$ cat config.mk
export PLATFORM = sky130hd
export DESIGN_NAME = vid_palette_regs
export DESIGN_NICKNAME = d
export VERILOG_FILES = /design/src/rtl/vpr_pkg.sv /design/src/rtl/vpr_port_decode.sv /design/src/rtl/vpr_palette_bank.sv /design/src/rtl/vpr_mode_ctrl.sv /design/src/rtl/vpr_colour_lookup.sv /design/src/rtl/vid_palette_regs.sv
export SDC_FILE = /design/constraint.sdc
export NUM_CORES = 1
export LEC_CHECK = 0
export BUFFER_PORTS_ARGS = -buffer_cell sky130_fd_sc_hd__clkbuf_2
export CAP_MARGIN = 20
export CORE_MARGIN = 2
export CORE_UTILIZATION = 40
export DETAILED_ROUTE_END_ITERATION = 7
export PLACE_DENSITY = 0.7
export SLEW_MARGIN = 30
export SYNTH_ARGS = -nofsm -noshare
export SYNTH_HDL_FRONTEND = slang
export SYNTH_SLANG_ARGS = --single-unit
$ cat constraint.sdc
create_clock -name clk -period 1.85 [get_ports clk]
set_input_delay 0.0925 -clock clk [delete_from_list [all_inputs] [get_ports clk]]
set_output_delay 0.0925 -clock clk [all_outputs]
set_load 0.1 [all_outputs]
$ cat src/rtl/vpr_pkg.sv
package vpr_pkg;
  localparam int PEN_W   = 4;
  localparam int COL_W   = 5;
  localparam int MODE_W  = 2;
  localparam int RAM_W   = 6;
  localparam int NUM_PENS = 1 << PEN_W;

  typedef enum logic [1:0] {
    FN_POINTER = 2'b00,
    FN_COLOUR  = 2'b01,
    FN_MODE    = 2'b10,
    FN_RAMCFG  = 2'b11
  } func_e;

  // Function code carried in the top two data bits.
  function automatic func_e func_of(input logic [7:0] d);
    return func_e'(d[7:6]);
  endfunction

  // Pen index mask for the active screen mode.
  function automatic logic [PEN_W-1:0] pen_mask(input logic [MODE_W-1:0] m);
    logic [PEN_W-1:0] r;
    case (m)
      2'd0:    r = {PEN_W{1'b1}};
      2'd2:    r = PEN_W'(1);
      default: r = PEN_W'(3);
    endcase
    return r;
  endfunction
endpackage

$ cat src/rtl/vpr_port_decode.sv
module vpr_port_decode
  import vpr_pkg::*;
#(
  parameter int          ADDR_W  = 16,
  parameter logic [7:0]  PORT_HI = 8'h7F
) (
  input  logic              clk,
  input  logic              rst_n,
  input  logic              io_wr,
  input  logic [ADDR_W-1:0] io_addr,
  input  logic [7:0]        io_data,
  output logic              ptr_wr,
  output logic              col_wr,
  output logic              mode_wr,
  output logic              ram_wr
);
  logic  port_hit;
  func_e fn;

  assign port_hit = io_wr && (io_addr[ADDR_W-1 -: 8] == PORT_HI);
  assign fn       = func_of(io_data);

  always_comb begin
    ptr_wr  = 1'b0;
    col_wr  = 1'b0;
    mode_wr = 1'b0;
    ram_wr  = 1'b0;
    if (port_hit) begin
      case (fn)
        FN_POINTER: ptr_wr  = 1'b1;
        FN_COLOUR:  col_wr  = 1'b1;
        FN_MODE:    mode_wr = 1'b1;
        default:    ram_wr  = 1'b1;
      endcase
    end
  end

  // at most one function strobe per write
  assert_one_function_R2: assert property (@(posedge clk) disable iff (!rst_n)
    $onehot0({ptr_wr, col_wr, mode_wr, ram_wr}));

  // no strobe without a write to the matching port
  assert_port_gate_R1: assert property (@(posedge clk) disable iff (!rst_n)
    (!io_wr || io_addr[ADDR_W-1 -: 8] != PORT_HI) |-> !(ptr_wr || col_wr || mode_wr || ram_wr));
endmodule

$ cat src/rtl/vpr_palette_bank.sv
module vpr_palette_bank
  import vpr_pkg::*;
#(
  parameter int N_PENS = NUM_PENS
) (
  input  logic                          clk,
  input  logic                          rst_n,
  input  logic                          ptr_wr,
  input  logic                          col_wr,
  input  logic [7:0]                    wr_data,
  output logic [N_PENS*COL_W-1:0]       pens_flat,
  output logic [COL_W-1:0]              border_col
);
  localparam int N_ENT = N_PENS + 1;
  localparam int ENT_W = $clog2(N_ENT);

  logic [ENT_W-1:0] ptr_q;
  logic [ENT_W-1:0] ptr_next;
  logic [COL_W-1:0] ent_q [N_ENT];

  // Bit 4 picks the border entry; otherwise bits 3:0 name the pen.
  assign ptr_next = wr_data[4] ? ENT_W'(N_PENS) : ENT_W'(wr_data[PEN_W-1:0]);

  always_ff @(posedge clk) begin
    if (!rst_n)      ptr_q <= '0;
    else if (ptr_wr) ptr_q <= ptr_next;
  end

  for (genvar g = 0; g < N_ENT; g++) begin : g_ent
    logic hit;
    assign hit = col_wr && (ptr_q == ENT_W'(g));
    always_ff @(posedge clk) begin
      if (!rst_n)   ent_q[g] <= '0;
      else if (hit) ent_q[g] <= wr_data[COL_W-1:0];
    end
    if (g < N_PENS) begin : g_pen
      assign pens_flat[g*COL_W +: COL_W] = ent_q[g];
    end
  end

  assign border_col = ent_q[N_PENS];

  // pointer only moves on a pointer write
  assert_ptr_sticky_R4: assert property (@(posedge clk) disable iff (!rst_n)
    !ptr_wr |=> ptr_q == $past(ptr_q));

  // a colour write to the border lands in the border entry
  assert_border_store_R5: assert property (@(posedge clk) disable iff (!rst_n)
    (col_wr && ptr_q == ENT_W'(N_PENS)) |=> border_col == $past(wr_data[COL_W-1:0]));
endmodule

$ cat src/rtl/vpr_mode_ctrl.sv
module vpr_mode_ctrl
  import vpr_pkg::*;
(
  input  logic              clk,
  input  logic              rst_n,
  input  logic              mode_wr,
  input  logic              ram_wr,
  input  logic [7:0]        wr_data,
  input  logic              hsync,
  output logic [MODE_W-1:0] mode_cur,
  output logic              rom_lo_off,
  output logic              rom_hi_off,
  output logic [RAM_W-1:0]  ram_cfg
);
  logic              hs_q;
  logic              hs_rise;
  logic [MODE_W-1:0] mode_pend;
  logic [MODE_W-1:0] pend_eff;

  assign hs_rise  = hsync && !hs_q;
  // A write in the transfer cycle is forwarded straight to the active mode.
  assign pend_eff = mode_wr ? wr_data[MODE_W-1:0] : mode_pend;

  always_ff @(posedge clk) begin
    if (!rst_n) begin
      hs_q       <= 1'b0;
      mode_pend  <= '0;
      mode_cur   <= '0;
      rom_lo_off <= 1'b0;
      rom_hi_off <= 1'b0;
      ram_cfg    <= '0;
    end else begin
      hs_q <= hsync;
      if (mode_wr) begin
        mode_pend  <= wr_data[MODE_W-1:0];
        rom_lo_off <= wr_data[2];
        rom_hi_off <= wr_data[3];
      end
      if (hs_rise) mode_cur <= pend_eff;
      if (ram_wr)  ram_cfg  <= wr_data[RAM_W-1:0];
    end
  end

  // active mode is frozen between HSYNC rising edges
  assert_mode_hold_R6: assert property (@(posedge clk) disable iff (!rst_n)
    !hs_rise |=> mode_cur == $past(mode_cur));

  // rising edge without a write copies the held value
  assert_mode_take_R6: assert property (@(posedge clk) disable iff (!rst_n)
    (hs_rise && !mode_wr) |=> mode_cur == $past(mode_pend));

  // write coinciding with the edge is applied at once
  assert_mode_bypass_R7: assert property (@(posedge clk) disable iff (!rst_n)
    (hs_rise && mode_wr) |=> mode_cur == $past(wr_data[MODE_W-1:0]));

  // ROM flags follow the write without waiting for sync
  assert_rom_now_R11: assert property (@(posedge clk) disable iff (!rst_n)
    mode_wr |=> (rom_lo_off == $past(wr_data[2])) && (rom_hi_off == $past(wr_data[3])));
endmodule

$ cat src/rtl/vpr_colour_lookup.sv
module vpr_colour_lookup
  import vpr_pkg::*;
#(
  parameter int N_PENS = NUM_PENS
) (
  input  logic                    clk,
  input  logic                    rst_n,
  input  logic                    disp_en,
  input  logic [PEN_W-1:0]        pen_idx,
  input  logic [MODE_W-1:0]       mode_cur,
  input  logic [N_PENS*COL_W-1:0] pens_flat,
  input  logic [COL_W-1:0]        border_col,
  output logic [COL_W-1:0]        colour_out
);
  logic [PEN_W-1:0] idx_m;
  logic [COL_W-1:0] pen_col;
  logic [COL_W-1:0] sel_col;

  assign idx_m   = pen_idx & pen_mask(mode_cur);
  assign pen_col = pens_flat[idx_m*COL_W +: COL_W];
  assign sel_col = disp_en ? pen_col : border_col;

  always_ff @(posedge clk) begin
    if (!rst_n) colour_out <= '0;
    else        colour_out <= sel_col;
  end

  // non-display time shows the border entry
  assert_border_out_R8: assert property (@(posedge clk) disable iff (!rst_n)
    !disp_en |=> colour_out == $past(border_col));

  // in mode 2 only pens 0 and 1 can be reached
  assert_mode2_mask_R9: assert property (@(posedge clk) disable iff (!rst_n)
    (disp_en && mode_cur == 2'd2) |=> colour_out == $past(pens_flat[pen_idx[0]*COL_W +: COL_W]));
endmodule

$ cat src/rtl/vid_palette_regs.sv
module vid_palette_regs
  import vpr_pkg::*;
#(
  parameter int         ADDR_W  = 16,
  parameter logic [7:0] PORT_HI = 8'h7F
) (
  input  logic              clk,
  input  logic              rst_n,
  input  logic              io_wr,
  input  logic [ADDR_W-1:0] io_addr,
  input  logic [7:0]        io_data,
  input  logic              hsync,
  input  logic              disp_en,
  input  logic [PEN_W-1:0]  pen_idx,
  output logic [COL_W-1:0]  colour_out,
  output logic [MODE_W-1:0] mode_cur,
  output logic              rom_lo_off,
  output logic              rom_hi_off,
  output logic [RAM_W-1:0]  ram_cfg
);
  logic ptr_wr, col_wr, mode_wr, ram_wr;
  logic [NUM_PENS*COL_W-1:0] pens_flat;
  logic [COL_W-1:0]          border_col;

  vpr_port_decode #(.ADDR_W(ADDR_W), .PORT_HI(PORT_HI)) u_dec (
    .clk(clk), .rst_n(rst_n), .io_wr(io_wr), .io_addr(io_addr), .io_data(io_data),
    .ptr_wr(ptr_wr), .col_wr(col_wr), .mode_wr(mode_wr), .ram_wr(ram_wr)
  );

  vpr_palette_bank #(.N_PENS(NUM_PENS)) u_pal (
    .clk(clk), .rst_n(rst_n), .ptr_wr(ptr_wr), .col_wr(col_wr), .wr_data(io_data),
    .pens_flat(pens_flat), .border_col(border_col)
  );

  vpr_mode_ctrl u_mode (
    .clk(clk), .rst_n(rst_n), .mode_wr(mode_wr), .ram_wr(ram_wr), .wr_data(io_data),
    .hsync(hsync), .mode_cur(mode_cur), .rom_lo_off(rom_lo_off),
    .rom_hi_off(rom_hi_off), .ram_cfg(ram_cfg)
  );

  vpr_colour_lookup #(.N_PENS(NUM_PENS)) u_look (
    .clk(clk), .rst_n(rst_n), .disp_en(disp_en), .pen_idx(pen_idx), .mode_cur(mode_cur),
    .pens_flat(pens_flat), .border_col(border_col), .colour_out(colour_out)
  );

  // RAM configuration follows a RAM write
  assert_ram_cfg_R12: assert property (@(posedge clk) disable iff (!rst_n)
    ram_wr |=> ram_cfg == $past(io_data[RAM_W-1:0]));
endmodule

==> results.py <==
metrics = {
    "worst_setup_path": {
        "startpoint_type": "flip-flop",
        "crit_arrival_ns": 2.13,
        "critical_path.startpoint": "u_mode.mode_cur[0]$_SDFFE_PN0P_",
        "critical_path_class": "flip-flop to flip-flop",
        "cp-end-kind": "flip-flop",
        "ff2ff_setup_slack_ns": -0.05,
        "r2r-start": "u_mode.mode_cur[0]$_SDFFE_PN0P_",
        "crit_fanout": 5,
        "cp.required_ns": 2.08,
    },
    "yosys": {
        "synthFlopType": "edfxtp_1",
        "synth.cell_area_mm2": 0.00487,
        "synth_warnings": 0,
        "seq_area_frac_synth_pct": 61.9,
        "syn_nets": 430,
        "avgSynthCellArea_um2": 12.3,
        "synth_seq_cells": 108,
        "synthDistinctLibCells": 39,
        "synth_cells": 397,
        "synthArstFlopShare_pct": 0,
        "synth_edf_count": 85,
    },
    "sta": {
        "relSlewSlack_pct": 55.0,
        "max_clock_freq_ghz": 0.528,
        "min_period_over_period_pct": 102,
        "clock_skew_ns": 0.00845,
        "final_max_slew_viol_count": 0,
        "fin_tns_setup_ns": -0.0925,
        "fin_crit_ns": 1.90,
        "hold_viol": 0,
        "tightestPinTransition_ns": 0.673,
        "setup-violations-final": 3,
        "rsz0062_at_grt": "yes",
        "finalWorstSetupSlack_ns": -0.0450,
    },
    "finish": {
        "nets": 500,
        "diodes": 0,
        "layout_commonest_cell": "nor2_1",
        "mostFrequentLayoutCells": "94 x nor2_1, 85 x edfxtp_1, 43 x buf_4",
        "final_cells": 619,
        "drive_gt1_share_pct": 28.0,
        "fin_util_pct": 49.0,
        "area_growth_syn_to_layout_pct": 20.4,
    },
    "global_routing": {
        "antenna_found_initial": 0,
        "grt-ovfl-total": 0,
        "grt_pass1_vias": 3342,
        "track_usage_pct": 19.9,
        "grt_max_degree": 26,
        "grt_pass1_wl_um": 19000,
    },
    "floorplanning": {
        "fp.dieH_um": 114,
        "dieArea_mm2": 0.0131,
        "die_x_um": 114,
        "core_area_mm2": 0.0120,
        "io_pins": 48,
        "start_util_pct": 40.7,
        "num_rows": 40,
    },
    "place": {
        "gp_congestion": 0.906,
        "io_buffers": 39,
        "hpwlAfterDp_um": 8880,
        "place_inst": 598,
    },
    "drt": {
        "drt_iter0_markers": 361,
        "drc": 0,
        "postRouteAntennaNets": 0,
        "drt-pass1-iter-count": 7,
        "via_count": 3344,
        "wl_per_cell_um": 19.3,
        "finalWirelength_um": 11900,
        "viasPerCell": 5.40,
    },
    "run": {
        "max_cap_viol_count": 0,
    },
    "clock_network": {
        "cts_sinks": 108,
        "htree_levels": 3,
        "clock_latency_ns": 0.35,
        "clk_path_buf_depth": 2,
        "tritoncts": "built",
        "path_clk_slew_ns": 0.07,
        "cts_root_buf": "clkbuf_16",
        "cts_buffers": 9,
    },
    "power_and_ir_drop": {
        "power_density_mw_per_mm2": 905,
        "p_leak_nw": 2.06,
        "peakVddDrop_uv": 403,
        "power_mw": 5.31,
    },
    "outcome": {
        "violations": "setup timing",
        "outcome": "complete, but fails checks",
    },
    "hold_path": {
        "min_path_type": "input port to flip-flop",
        "hp-start": "io_data[5]",
    },
}
[timing repair]
action / 4_1_cts / 5_1_grt
hold buffers: 1 / 0
pin swaps: 2 / 3
resized for setup: 6 / 3
gates cloned: 1 / 0
endpoints found under the hold margin: 1 / 0
setup endpoints to repair: 4 / 5
setup buffers: 2 / 2
[flip-flops by register name, summed over array words and instances, names as in the netlist]
name / cells
u_mode.mode_cur: 2
u_mode.rom_hi_off: 1
u_pal.ptr_q: 5
u_mode.rom_lo_off: 1
u_look.colour_out: 5
u_mode.mode_pend: 2
u_mode.hs_q: 1
u_pal.ent_q: 85
u_mode.ram_cfg: 6
[worst max-delay path, stage by stage (launching register included)]
cell	delay (ns)
dfxtp_4	0.36
buf_4	0.13
or3b_4	0.42
mux4_1	0.46
and2_1	0.17
nor3b_2	0.16
o31ai_1	0.08
[cell usage after synthesis, drive strengths merged, types with 7 or more instances]
cell / number / area (µm²)
nor2: 94 / 353
buf: 8 / 56.3
nand2: 40 / 150
edfxtp: 85 / 2550
mux2i: 13 / 130
o21ai: 19 / 95.1
mux4: 19 / 454
and2: 10 / 65.1
dfxtp: 23 / 460
nor3b: 7 / 72.6
nor2b: 17 / 106
clkbuf: 19 / 71.3
[final cells by class]
cell class | count | area, µm²
clock inverters | 7 | 100
flip-flops and latches | 108 | 3020
well taps | 147 | 184
multi-input cells | 262 | 1770
clock buffers | 9 | 225
fillers | 1038 | 6090
repair buffers | 85 | 568
inverters | 1 | 3.75
[layer usage]
metal / vias up / global-route usage [%] / wire, µm
met1: 1631 / 26.8 / 5010
met5: - / 0 / 0
met4: 0 / 5.53 / 161
met3: 12 / 3.60 / 834
li1: 1576 / - / -
met2: 125 / 33.3 / 5940
[per-stage QoR]
| step | hold slack (ns) | cell area [µm²] | setup WS [ns] |
|---|---|---|---|
| CTS | 0.00284 | 5840 | 0.00237 |
| global placement | 0.311 | 5490 | -0.0745 |
| global route | 0.0366 | 5870 | -0.117 |
| detailed placement | 0.317 | 5490 | -0.117 |
| finish | 0.00439 | 5870 | -0.0450 |
| floorplan | 0.220 | 4890 | -0.149 |
[final timing paths]
path,to,cells after the start
worst max-delay path,u_look.colour_out[0]$_SDFF_PN0_,6
worst min-delay path,u_mode.ram_cfg[5]$_SDFFE_PN0P_,3
worst max register to register,u_look.colour_out[0]$_SDFF_PN0_,6
worst min register to register,u_look.colour_out[3]$_SDFF_PN0_,2
[cell families (layout without fill, tap and decap cells)]
logic type,count (synthesis),after routing,share of synthesized area (%)
AO/OA/AOI/OAI,34,34,4.37
buffers and inverters,28,102,2.70
flip-flops,108,108,61.9
multiplexers,32,32,12.0
AND/OR/NAND/NOR,195,196,19.1
[report_power, final]
part	switching [mW]	leakage (nW)	total [mW]	internal, mW
registers	0.0386	1.06	2.72	2.69
clock network	0.881	0.148	2.07	1.19
logic	0.297	0.850	0.513	0.217
total	1.22	2.06	5.31	4.10
Power figures use the tool's default switching activity.
